### config.mk
export PLATFORM = sky130hd
export DESIGN_NAME = atten_bank
export DESIGN_NICKNAME = d
export VERILOG_FILES = /design/src/rtl/atten_pkg.sv /design/src/rtl/atten_ctrl.sv /design/src/rtl/atten_datapath.sv /design/src/rtl/atten_pairmux.sv /design/src/rtl/atten_bank.sv
export SDC_FILE = /design/constraint.sdc
export NUM_CORES = 1
export LEC_CHECK = 0
export CELL_PAD_IN_SITES_DETAIL_PLACEMENT = 0
export CELL_PAD_IN_SITES_GLOBAL_PLACEMENT = 2
export CORE_MARGIN = 2
export CORE_UTILIZATION = 23
export CTS_CLUSTER_SIZE = 8
export DETAILED_ROUTE_END_ITERATION = 7
export GPL_ROUTABILITY_DRIVEN = 0
export GPL_TIMING_DRIVEN = 1
export HOLD_SLACK_MARGIN = 0.15
export PLACE_DENSITY = 0.55
export SYNTH_ARGS = -nofsm -noshare
export SYNTH_HDL_FRONTEND = slang
export SYNTH_SLANG_ARGS = --single-unit
### constraint.sdc
create_clock -name clk -period 3.4 [get_ports clk]
set_clock_uncertainty 0.2 [all_clocks]
set_input_delay 0.68 -clock clk [delete_from_list [all_inputs] [get_ports clk]]
set_output_delay 0.68 -clock clk [all_outputs]
set_load 0.005 [all_outputs]
### src/rtl/atten_pkg.sv
package atten_pkg;

  // Strobes handed from the write decoder to the register datapath.
  typedef struct packed {
    logic loadAll;   // master address hit: every pending register loads
    logic loadOne;   // a single channel address hit
    logic commit;    // copy all pending codes into the active registers
  } atten_strobe_t;

endpackage

### src/rtl/atten_ctrl.sv
module atten_ctrl
  import atten_pkg::*;
#(
  parameter int NUM_CH    = 8,
  parameter int ADDR_W    = 4,
  parameter int BASE_ADDR = 0
) (
  input  logic              wrEn,
  input  logic [ADDR_W-1:0] wrAddr,
  input  logic              wrUpdate,
  output atten_strobe_t     strobe,
  output logic [NUM_CH-1:0] chanSel
);

  localparam logic [ADDR_W-1:0] MASTER_ADDR = ADDR_W'(BASE_ADDR + NUM_CH);

  logic masterHit;

  // One comparator per channel address, consecutive from BASE_ADDR.
  for (genvar i = 0; i < NUM_CH; i++) begin : g_dec
    assign chanSel[i] = wrEn && (wrAddr == ADDR_W'(BASE_ADDR + i));
  end

  assign masterHit = wrEn && (wrAddr == MASTER_ADDR);

  always_comb begin
    strobe.loadAll = masterHit;
    strobe.loadOne = |chanSel;
    // Update acts only on a mapped write; unmapped writes are dropped whole.
    strobe.commit  = wrUpdate && (masterHit || (|chanSel));
  end

endmodule

### src/rtl/atten_datapath.sv
module atten_datapath
  import atten_pkg::*;
#(
  parameter int                  NUM_CH     = 8,
  parameter int                  ATTEN_W    = 8,
  parameter logic [ATTEN_W-1:0]  RESET_CODE = '1
) (
  input  logic                        clk,
  input  logic                        rstN,
  input  atten_strobe_t               strobe,
  input  logic [NUM_CH-1:0]           chanSel,
  input  logic [ATTEN_W-1:0]          wrData,
  output logic [NUM_CH*ATTEN_W-1:0]   activeFlat
);

  for (genvar i = 0; i < NUM_CH; i++) begin : g_ch
    logic [ATTEN_W-1:0] pendQ;
    logic [ATTEN_W-1:0] activeQ;
    logic [ATTEN_W-1:0] pendNext;

    // Pending value as it will be after this cycle's write; committing
    // from it lets a same-cycle write reach the active register directly.
    always_comb begin
      pendNext = pendQ;
      if (strobe.loadAll || (strobe.loadOne && chanSel[i])) pendNext = wrData;
    end

    always_ff @(posedge clk or negedge rstN) begin
      if (!rstN) begin
        pendQ   <= RESET_CODE;
        activeQ <= RESET_CODE;
      end else begin
        pendQ <= pendNext;
        if (strobe.commit) activeQ <= pendNext;
      end
    end

    assign activeFlat[i*ATTEN_W +: ATTEN_W] = activeQ;
  end

endmodule

### src/rtl/atten_pairmux.sv
module atten_pairmux #(
  parameter int NUM_PAIRS = 4,
  parameter int ATTEN_W   = 8
) (
  input  logic                             followLeft,
  input  logic [2*NUM_PAIRS*ATTEN_W-1:0]   activeFlat,
  output logic [2*NUM_PAIRS*ATTEN_W-1:0]   outFlat
);

  for (genvar p = 0; p < NUM_PAIRS; p++) begin : g_pair
    localparam int L = (2*p)   * ATTEN_W;
    localparam int R = (2*p+1) * ATTEN_W;
    assign outFlat[L +: ATTEN_W] = activeFlat[L +: ATTEN_W];
    assign outFlat[R +: ATTEN_W] = followLeft ? activeFlat[L +: ATTEN_W]
                                              : activeFlat[R +: ATTEN_W];
  end

endmodule

### src/rtl/atten_bank.sv
module atten_bank
  import atten_pkg::*;
#(
  parameter int                  NUM_PAIRS  = 4,
  parameter int                  ATTEN_W    = 8,
  parameter int                  ADDR_W     = 4,
  parameter int                  BASE_ADDR  = 0,
  parameter logic [ATTEN_W-1:0]  RESET_CODE = '1
) (
  input  logic                              clk,
  input  logic                              rstN,
  input  logic                              wrEn,
  input  logic [ADDR_W-1:0]                 wrAddr,
  input  logic [ATTEN_W-1:0]                wrData,
  input  logic                              wrUpdate,
  input  logic                              rightFollowsLeft,
  output logic [2*NUM_PAIRS*ATTEN_W-1:0]    attenOut
);

  localparam int NUM_CH = 2 * NUM_PAIRS;

  atten_strobe_t              strobe;
  logic [NUM_CH-1:0]          chanSel;
  logic [NUM_CH*ATTEN_W-1:0]  activeFlat;

  atten_ctrl #(
    .NUM_CH(NUM_CH), .ADDR_W(ADDR_W), .BASE_ADDR(BASE_ADDR)
  ) u_ctrl (
    .wrEn(wrEn), .wrAddr(wrAddr), .wrUpdate(wrUpdate),
    .strobe(strobe), .chanSel(chanSel)
  );

  atten_datapath #(
    .NUM_CH(NUM_CH), .ATTEN_W(ATTEN_W), .RESET_CODE(RESET_CODE)
  ) u_dp (
    .clk(clk), .rstN(rstN), .strobe(strobe), .chanSel(chanSel),
    .wrData(wrData), .activeFlat(activeFlat)
  );

  atten_pairmux #(
    .NUM_PAIRS(NUM_PAIRS), .ATTEN_W(ATTEN_W)
  ) u_mux (
    .followLeft(rightFollowsLeft), .activeFlat(activeFlat), .outFlat(attenOut)
  );

endmodule

# Yosys cells after proc, flatten, opt, wreduce, memory -nomap -nowiden
# Cells that the tools add are included.
[totals] reg_bits=128 inputBits=17
[op_classes] n_eq_ne=8 n_mux=12 n_reduce_logical=29
[op_table] operator="two-way mux 8 bit" count=12
[op_table] operator="logical AND 1 bit" count=18
[op_table] operator="== test 4 x 3 -> 1 bit (second input constant)" count=4
[op_table] operator="logical OR 1 bit" count=9
[op_table] operator="== test 4 x 2 -> 1 bit (second input constant)" count=2
[op_table] operator="OR reduction 8 bit" count=1
[op_table] operator="== test 4 x 1 -> 1 bit (second input constant)" count=1
[op_table] operator="== test 4 bit (second input constant)" count=1
[op_table] operator="logical NOT 4 bit" count=1

# Longest topological paths before layout
# Gate-level depths: netlist of run 1.
[depth] ltp_word=6 ltp_mapped=7

# Hierarchy
# A second synthesis of run 1 with hierarchy kept.
[unflattened] cells_unflattened=577 area_unflattened_um2=5968.2
[by_module_without_submodules] module="atten_datapath" instances=1 cells_per_inst=490 area_each_um2=5073.6
[by_module_without_submodules] module="atten_pairmux" instances=1 cells_per_inst=68 area_each_um2=784.5
[by_module_without_submodules] module="atten_ctrl" instances=1 cells_per_inst=19 area_each_um2=110.1

# Worst setup path after synthesis of run 1
# No wires, ideal clock.
[synth_path] path_type="input-to-output" startpoint="in rightFollowsLeft" endpoint="out attenOut[10]" t_arrival_ns=1.573 slack_ns=0.947 stages=3 cell_sequence="clkbuf_1 -> buf_1 -> mux2_2"
[synth_between] elab_chain_cells=1
[synth_lines] item="from (decl)" line_no="atten_bank.sv:16" rtl="input logic rightFollowsLeft,"
[synth_lines] item="two-way mux 8 bit" line_no="atten_pairmux.sv:14" rtl="assign outFlat[R +: ATTEN_W] = followLeft ? activeFlat[L +: ATTEN_W]"
[synth_lines] item="to (decl)" line_no="atten_bank.sv:17" rtl="output logic [2*NUM_PAIRS*ATTEN_W-1:0] attenOut"
# Every way passes these cells.

# Final worst setup path of run 1
[layout_path] startpoint="in wrAddr[3]" endpoint="reg u_dp.g_ch[2].activeQ[1]"
[layout_between] elab_chain_cells=6
[layout_lines] item="from (decl)" line_no="atten_bank.sv:13" rtl="input logic [ADDR_W-1:0] wrAddr,"
[layout_lines] item="== test 4 x 1 -> 1 bit (tied with other cells)" line_no="atten_ctrl.sv:21" rtl="assign chanSel[i] = wrEn && (wrAddr == ADDR_W'(BASE_ADDR + i));"
[layout_lines] item="logical AND 1 bit" line_no="atten_ctrl.sv:21"
[layout_lines] item="OR reduction 8 bit" line_no="atten_ctrl.sv:28" rtl="strobe.loadOne = |chanSel;"
[layout_lines] item="logical AND 1 bit" line_no="atten_datapath.sv:25" rtl="if (strobe.loadAll || (strobe.loadOne && chanSel[i])) pendNext = wrData;"
[layout_lines] item="logical OR 1 bit *" line_no="atten_datapath.sv:25"
[layout_lines] item="two-way mux 8 bit *" line_no="atten_datapath.sv:25"
[layout_lines] item="net u_dp.g_ch[2].pendNext[1]" line_no="atten_datapath.sv:19" rtl="logic [ATTEN_W-1:0] pendNext;"
[layout_lines] item="to (signal assigned)" line_no="atten_datapath.sv:34" rtl="if (strobe.commit) activeQ <= pendNext;"
[layout_lines] item="to (decl)" line_no="atten_datapath.sv:18" rtl="logic [ATTEN_W-1:0] activeQ;"
# The timed path passes the listed nets; every way through them passes the cells marked *.
# A chain may end at the register's enable or synchronous reset.

==> results of run 1 <==
==> flip-flops by register name (all words and copies together) (netlist names) <==
signal / flops
u_dp.g_ch.activeQ: 64
u_dp.g_ch.pendQ: 64
==> worst reg2reg max path, stage by stage (launching register included) <==
cell      delay, ps
dfstp_2         530
a211o_1          90
o221ai_1        150
o31ai_1         290
==> cell families (layout without fill, tap and decap cells) <==
group	count (synthesis)	in the layout	synth area share
simple gates	127	127	0.0979
buf+inv	72	128	0.0694
xor+xnor	3	3	0.00427
mux	104	104	0.195
flops	128	128	0.547
compound gates	68	68	0.0863
==> cells in the final DEF (no fill, tap or decap), drive strengths merged, types with 2 or more instances in the layout <==
cell,netlist,routed
a211o,8,8
a21oi,2,2
and4b,2,2
buf,53,18
bufinv,0,2
clkbuf,19,17
clkdlybuf4s50,0,78
clkinv,0,7
clkinvlp,0,4
dfstp,128,128
inv,0,2
mux2,104,104
nand2,52,52
nand2b,4,4
nand3b,10,10
nor2,41,41
nor3,8,8
nor4b,2,2
o21ai,9,9
o221ai,16,16
o31ai,25,25
o32ai,8,8
or3,2,2
xnor2,3,3
==> worst max path at each step <==
| stage | start | end | slack [ps] | cells past startpoint |
|---|---|---|---|---|
| after floorplan | rightFollowsLeft | attenOut[10] | 950 | 3 |
| after global placement | wrAddr[3] | u_dp.g_ch[2].activeQ[3]$_DFFE_PN1P_ | 120 | 5 |
| after detailed placement | wrAddr[3] | u_dp.g_ch[2].activeQ[6]$_DFFE_PN1P_ | 70 | 5 |
| after CTS | wrAddr[3] | u_dp.g_ch[2].activeQ[3]$_DFFE_PN1P_ | 520 | 5 |
| after global routing | wrAddr[1] | u_dp.g_ch[2].activeQ[3]$_DFFE_PN1P_ | 430 | 5 |
| final | wrAddr[3] | u_dp.g_ch[2].activeQ[1]$_DFFE_PN1P_ | 500 | 5 |
==> routing by layer <==
metal / part of all wire / global-route usage / vias up
met5: 0 / 0 / -
met4: 0.010 / 0.0371 / 0
met3: 0.034 / 0.0286 / 10
met2: 0.46 / 0.183 / 85
met1: 0.50 / 0.165 / 2075
li1: - / - / 1849
==> metrics by stage <==
step	power (W)	setup slack [ps]
2_1_floorplan	0.00322	947
3_3_place_gp	0.00380	120
3_5_place_dp	0.00383	70.3
4_1_cts	0.00568	516
5_1_grt	0.00590	429
6_report	0.00559	498
==> where the power goes <==
group | internal [W] | switching [W]
sequential | 0.00222 | 0.000228
combinational | 0.000846 | 0.000483
clock | 0.00108 | 0.000727
total | 0.00415 | 0.00144
==> cell type report <==
type                       instances  area (µm²)  area share
clock buffer                      17         425      0.0553
multi-input combinational        302        2370       0.307
sequential                       128        3360       0.437
timing repair buffer              96         963       0.125
clock inverter                    15         161      0.0210
tap                              335         419      0.0544
==> out/summary.txt, run 1 <==
status: finished with violations
failing checks: DRC
clk sinks: 128
die area: 0.0281 mm²
Hold Path Sink: u_dp.g_ch[0].activeQ[6]$_DFFE_PN1P_
vias per inst: 4.50
WHS: 270 ps
Max VDD drop: 0.322 mV
Yosys reg bits: 128
post-CTS setup buffers: 0
Least-Margin Pin Slew: 688 ps
Initial DRT Pass Iterations: 6
Hold Crit Class: register to register
setup TNS: 0 ps
FF-to-FF path depth: 3
Synth top area share: 0.547
warnings from Yosys: 0
leading area contributor after synthesis: dfstp_2
Rows: 59
first-pass GRT wire length: 25600 µm
ratio of cells with drive above 1 in the final layout: 0.514
EDFF count, synth: 0
pin count of the biggest net entering global routing: 63
worst skew pair latency: 420 ps
CORE AREA: 0.0261 mm²
cell family with most CP delay: simple AND/OR/NAND/NOR gates
Post-DP HPWL: 10500 µm
finished layout cell area: 0.00770 mm²
Initial Util: 0.235
slowest CP cell: or4b_1
post_cts resized: 0
Max Freq: 345 MHz
total CTS buffers: 17
max-cap check violation count: 0
Syn Inst Count: 502
clk slew on worst S/H paths: 60 ps
crit-path max cell delay: 810 ps
post-synthesis sequential area ratio: 0.547
port bufs: 80
CP cell instances: clkdlybuf4s50_1 -> xnor2_1 -> or4b_1 -> mux2_4 -> mux2_2
ys flop type: dfstp_2
crit start category: input pin
Critical Path AT: 3040 ps
post-route ant nets: 0
Synth top cells by count: dfstp_2 (128), mux2_2 (96), nand2_1 (52), nor2_1 (41), buf_4 (33)
r2r endpoint: u_dp.g_ch[6].activeQ[2]$_DFFE_PN1P_
Netlist cell types: 33
Total Nets Final: 562
Async S/R FF share, synth: 1.00
final setup vio count: 0
Layout area overhead: 25.2%
Period minus WS final: 2900 ps
vias in the first global route: 4238
Max H-tree Level: 4
clock root cell: clkbuf_16
hold path depth: 2
Iteration-0 DRC Markers: 168
Buf/Inv on CP: 1
Die W: 168 µm
Worst setup EP type: register
fin crit share: 0.854
RSZ-0062 raised after global routing: false
Critical Path Fanout Max: 11
Core Util, Final: 0.295
GRT Total Usage: 0.119
Synth area leaders: dfstp_2 (55%), mux2_2 (18%), buf_4 (4.0%)
syn nets: 519
final slew viol count: 0
CP Class: input pin to register
wire length per cell: 18.1 µm
cts hold-fix bufs: 0
CTS tree: built
antenna violations before repair: 0
die height: 168 µm
Antenna diodes: 0
Filler cells: 2684
total gr overflow: 0
most frequent cell after synthesis: dfstp_2
pwr/cell area: 726 mW/mm²
HP Start: u_dp.g_ch[0].activeQ[6]$_DFFE_PN1P_
DP Cell Count: 861
Max clock buf depth: 2
R2R Path Start: u_dp.g_ch[6].pendQ[2]$_DFF_PN1_
DRC violations left: 3
Hold Vio Cnt, Final: 0
Synth Area per Inst: 12.3 µm²
Mapped Area: 0.00615 mm²
final cell count without fillers: 893
CP required: 3540 ps
Cell Area, Placed: 0.00711 mm²
Leak Pwr: 2.93 nW
detailed-route via count: 4019
r2r setup slk: 2050 ps
IO Pins: 81
Max transition margin: 0.540
Routed WL: 16100 µm
Note: power is estimated with default switching activity, not from simulation.
==> run 2, diff against run 1 <==
CORE_UTILIZATION = 30   (was 23)
PLACE_DENSITY = 0.67   (was 0.55)
==> out/summary.txt, run 2 (synthesis gave the netlist of run 1 again) <==
status: completed
detailed-route via count: 3987 (-0.80%)
Filler cells: 1968 (-27%)
WHS: 268 ps (-1.89 ps)
Max VDD drop: 0.315 mV (-2.1%)
setup TNS: 0 ps (unchanged)
clk sinks: 128 (unchanged)
antenna violations before repair: 0 (unchanged)
R2R Path Start: u_dp.g_ch[6].pendQ[3]$_DFF_PN1_
DRC violations left: 0 (-3)
max-cap check violation count: 0 (unchanged)
Initial DRT Pass Iterations: 4 (-2)
Hold Path Sink: u_dp.g_ch[0].activeQ[6]$_DFFE_PN1P_
Max clock buf depth: 2 (unchanged)
Die W: 147 µm (-12%)
Storage cell area: 0.00336 mm² (unchanged)
Total Nets Final: 565 (+0.53%)
internal power: 0.00416 W (+0.31%)
sw frac: 0.251 (-0.00662)
commonest non-fill, non-tap cell in the layout: dfstp_2
post-route ant nets: 0 (unchanged)
first-pass GRT wire length: 23600 µm (-7.8%)
Hold Crit Class: register to register
Iteration-0 DRC Markers: 218 (+30%)
Initial Util: 0.305 (+0.0696)
Antenna diodes: 0 (unchanged)
cts hold-fix bufs: 0 (unchanged)
CP required: 2520 ps (-1020 ps)
HP Start: u_dp.g_ch[0].activeQ[6]$_DFFE_PN1P_
Max H-tree Level: 4 (unchanged)
clk slew on worst S/H paths: 60 ps (about the same)
total CTS buffers: 17 (unchanged)
worst skew pair latency: 420 ps (about the same)
most frequent cells in the layout: dfstp_2 (128), mux2_2 (96), clkdlybuf4s50_1 (79)
CTS tree: built
post_cts resized: 0 (unchanged)
Largest regs: u_dp.g_ch.activeQ (64), u_dp.g_ch.pendQ (64)
Critical Path AT: 2260 ps (-780 ps)
Seq pwr share: 0.439 (about the same)
Multi-input gate area: 0.00237 mm² (unchanged)
Least-Margin Pin Slew: 757 ps (+68.8 ps)
Hold Vio Cnt, Final: 0 (unchanged)
Layout area overhead: 24.0%
Rows: 52 (-12%)
pin count of the biggest net entering global routing: 129 (+100%)
crit start category: input pin
final setup vio count: 0 (unchanged)
Critical Path Fanout Max: 32 (+21)
final slew viol count: 0 (unchanged)
Period minus WS final: 3140 ps (+238 ps)
Combinational Power Share: 0.237 (about the same)
GRT Total Usage: 0.144 (+0.0249)
Leak Pwr: 2.93 nW (+0.28%)
CORE AREA: 0.0202 mm² (-23%)
die area: 0.0217 mm² (-23%)
Post-DP HPWL: 9480 µm (-10%)
pwr/cell area: 729 mW/mm² (+0.38%)
Worst setup EP type: output pin
RSZ-0062 raised after global routing: false
vias per inst: 4.80 (+6.7%)
post-CTS setup buffers: 0 (unchanged)
clock root cell: clkbuf_16
vias in the first global route: 4033 (-4.8%)
Routed WL: 14900 µm (-7.6%)
r2r setup slk: 2040 ps (about the same)
total gr overflow: 0 (unchanged)
CP Class: input pin to output pin
die height: 147 µm (-12%)
ratio of cells with drive above 1 in the final layout: 0.513 (-0.00184)
FF-to-FF path depth: 3 (unchanged)
r2r endpoint: u_dp.g_ch[6].activeQ[3]$_DFFE_PN1P_
port bufs: 80 (unchanged)
Net Sw Power: 0.00139 W (-3.1%)
hold path depth: 2 (unchanged)
wire length per cell: 17.9 µm (-0.64%)
IO Pins: 81 (unchanged)
Clock Power Share: 0.324 (about the same)
Max Freq: 318 MHz (-7.6%)
fin crit share: 0.924 (+0.0700)
Max transition margin: 0.495 (-0.0444)
-- run 2: changes by cell type in the layout (fill, tap and decap cells not counted), sizes merged --
| cell | delta |
|---|---|
| buf | +2 |
| clkbuf | +2 |
| clkdlybuf4s50 | +1 |
| clkinv | -2 |
| clkinvlp | -1 |
-- run 2: through the flow --
step | setup WS, ps | cell area [µm²] | std cells | util | power [W]
floorplan | 947 | 6150 | 502 | - | 0.00322
global placement | 225 | 7050 | 799 | 0.349 | 0.00376
detailed placement | 195 | 7050 | 799 | 0.349 | 0.00380
CTS | 238 | 7620 | 830 | 0.378 | 0.00564
global route | 199 | 7620 | 830 | 0.378 | 0.00585
finish | 259 | 7620 | 830 | 0.378 | 0.00555
-- run 2: cell type report --
class,count,share of cell area
multi-input combinational,302,0.310
clock inverter,12,0.0179
sequential,128,0.441
timing repair buffer,99,0.128
tap,270,0.0443
clock buffer,19,0.0581
-- run 2: how the worst max path moves through the flow --
stage,slack (ps),startpoint,endpoint
after floorplan,950,rightFollowsLeft,attenOut[10]
final,260,rightFollowsLeft,attenOut[56]
after global placement,230,wrAddr[3],u_dp.g_ch[7].activeQ[6]$_DFFE_PN1P_
after CTS,240,rightFollowsLeft,attenOut[56]
after detailed placement,190,wrAddr[3],u_dp.g_ch[7].activeQ[3]$_DFFE_PN1P_
after global routing,200,rightFollowsLeft,attenOut[56]
-- run 2: worst max-delay path: stages --
cell	delay, ps
clkdlybuf4s50_1	500
buf_12	230
mux2_2	380
clkdlybuf4s50_1	440
-- run 2: layer usage --
metal	GRT usage	up-vias	part of all wire
met4	0.0668	0	0.024
met1	0.195	2031	0.48
met2	0.219	78	0.46
met3	0.0326	26	0.035
met5	0	-	0
li1	-	1852	-
-- run 2: power by group through the flow --
stage          registers [W]  logic (W)  clock network (W)
3_3_place_gp         0.00245    0.00131                  0
6_report             0.00244    0.00132            0.00180
2_1_floorplan        0.00237   0.000854                  0
4_1_cts              0.00245    0.00134            0.00185
5_1_grt              0.00250    0.00144            0.00192
3_5_place_dp         0.00247    0.00133                  0
==> run 3, diff against run 2 <==
==> constraint.sdc (replaced) <==
create_clock -name clk -period 3.1 [get_ports clk]
set_clock_uncertainty 0.2 [all_clocks]
set_input_delay 0.465 -clock clk [delete_from_list [all_inputs] [get_ports clk]]
set_output_delay 0.465 -clock clk [all_outputs]
set_load 0.005 [all_outputs]
==> out/summary.txt, run 3 (synthesis gave the netlist of run 1 again) <==
pin count of the biggest net entering global routing: 129 (unchanged)
FF-to-FF path depth: 3 (unchanged)
total gr overflow: 0 (unchanged)
Leak Pwr: 2.92 nW (-0.58%)
HP Start: u_dp.g_ch[5].activeQ[4]$_DFFE_PN1P_
post-route total power: 0.00595 W (+7.1%)
clk slew on worst S/H paths: 60 ps (about the same)
die height: 147 µm (unchanged)
first-pass GRT wire length: 24100 µm (+2.3%)
final cell count without fillers: 828 (-0.24%)
vias per inst: 4.78 (-0.56%)
hold path depth: 2 (unchanged)
final setup vio count: 0 (unchanged)
Post-DP HPWL: 9400 µm (-0.87%)
IO Pins: 81 (unchanged)
pwr/cell area: 784 mW/mm² (+7.6%)
max-cap check violation count: 0 (unchanged)
Critical Path Fanout Max: 32 (unchanged)
detailed-route via count: 3955 (-0.80%)
Total Nets Final: 562 (-0.53%)
post-route ant nets: 0 (unchanged)
GRT Total Usage: 0.145 (+0.000822)
Worst setup EP type: output pin
status: completed
die area: 0.0217 mm² (unchanged)
crit start category: input pin
Initial Util: 0.305 (unchanged)
Max H-tree Level: 4 (unchanged)
clock root cell: clkbuf_16
Max clock buf depth: 2 (unchanged)
cts hold-fix bufs: 0 (unchanged)
CP required: 2430 ps (-90 ps)
Routed WL: 14800 µm (-0.82%)
post_cts resized: 0 (unchanged)
clk sinks: 128 (unchanged)
Die W: 147 µm (unchanged)
RSZ-0062 raised after global routing: false
antenna violations before repair: 0 (unchanged)
vias in the first global route: 4181 (+3.7%)
port bufs: 80 (unchanged)
r2r setup slk: 1720 ps (-320 ps)
setup TNS: 0 ps (unchanged)
ratio of cells with drive above 1 in the final layout: 0.513 (about the same)
Max VDD drop: 0.329 mV (+4.5%)
Period minus WS final: 2720 ps
final slew viol count: 0 (unchanged)
CP Class: input pin to output pin
Max Freq: 368 MHz
total CTS buffers: 17 (unchanged)
Max transition margin: 0.557 (+0.0621)
fin crit share: 0.877
worst skew pair latency: 420 ps (about the same)
CTS tree: built
r2r endpoint: u_dp.g_ch[6].activeQ[4]$_DFFE_PN1P_
DRC violations left: 0 (unchanged)
Initial DRT Pass Iterations: 4 (unchanged)
Hold Vio Cnt, Final: 0 (unchanged)
Critical Path AT: 2050 ps (-210 ps)
most frequent cells in the layout: dfstp_2 (128), mux2_2 (96), clkdlybuf4s50_1 (79)
Layout area overhead: 23.3%
Hold Crit Class: register to register
commonest non-fill, non-tap cell in the layout: dfstp_2
Least-Margin Pin Slew: 664 ps (-93.1 ps)
CORE AREA: 0.0202 mm² (unchanged)
wire length per cell: 17.8 µm (-0.58%)
R2R Path Start: u_dp.g_ch[6].pendQ[4]$_DFF_PN1_
post-CTS setup buffers: 0 (unchanged)
Largest regs: u_dp.g_ch.activeQ (64), u_dp.g_ch.pendQ (64)
Iteration-0 DRC Markers: 283 (+30%)
Hold Path Sink: u_dp.g_ch[5].activeQ[4]$_DFFE_PN1P_
Rows: 52 (unchanged)
Antenna diodes: 0 (unchanged)
DP Cell Count: 796 (-0.38%)
[run 3: changes by cell type in the layout (fill, tap and decap cells not counted), sizes merged]
cell,change
bufinv,-2
clkinv,+3
clkbuf,-1
buf,-3
inv,+2
clkinvlp,-1
[run 3: metal layers]
| layer | global-route usage | wire, µm | share of wire | vias up |
|---|---|---|---|---|
| met5 | 0 | 0 | 0 | - |
| met4 | 0.0462 | 192 | 0.013 | 0 |
| met3 | 0.0357 | 674 | 0.046 | 12 |
| met2 | 0.229 | 7150 | 0.48 | 102 |
| met1 | 0.195 | 6760 | 0.46 | 1994 |
| li1 | - | - | - | 1847 |
[run 3: cell type report]
class | instances | area (µm²)
well taps | 270 | 338
multi-input cells | 302 | 2370
repair buffers | 96 | 968
fillers | 2008 | 12600
clock buffers | 18 | 439
flip-flops and latches | 128 | 3360
clock inverters | 14 | 109
[run 3: worst max-delay path by stage]
| stage | start | to | slack (ps) | depth (start not counted) |
|---|---|---|---|---|
| 2_1_floorplan | wrAddr[0] | u_dp.g_ch[7].activeQ[0]$_DFFE_PN1P_ | 930 | 6 |
| 3_3_place_gp | wrAddr[1] | u_dp.g_ch[2].activeQ[5]$_DFFE_PN1P_ | 130 | 5 |
| 3_5_place_dp | wrAddr[1] | u_dp.g_ch[2].activeQ[1]$_DFFE_PN1P_ | 80 | 5 |
| 4_1_cts | rightFollowsLeft | attenOut[46] | 370 | 4 |
| 5_1_grt | rightFollowsLeft | attenOut[25] | 320 | 4 |
| 6_report | rightFollowsLeft | attenOut[46] | 380 | 4 |
[run 3: power by group]
part	internal (W)	switching, W	total [W]
Combinational	0.000927	0.000518	0.00145
Clock	0.00105	0.000773	0.00182
Sequential	0.00243	0.000244	0.00268
Total	0.00441	0.00153	0.00595
[run 3: critical path, cell delays in order]
cell and delay [ps]:
clkdlybuf4s50_1 510, buf_12 230, mux2_2 370, clkdlybuf4s50_1 460
[run 3: through the flow]
step,util,worst slack (ps),hold WS (ps),cell area (µm²)
final,0.376,382,267,7580
after global routing,0.376,320,284,7580
after CTS,0.376,371,272,7580
after detailed placement,0.349,78.9,260,7040
after global placement,0.349,133,260,7040
after floorplan,-,926,117,6150
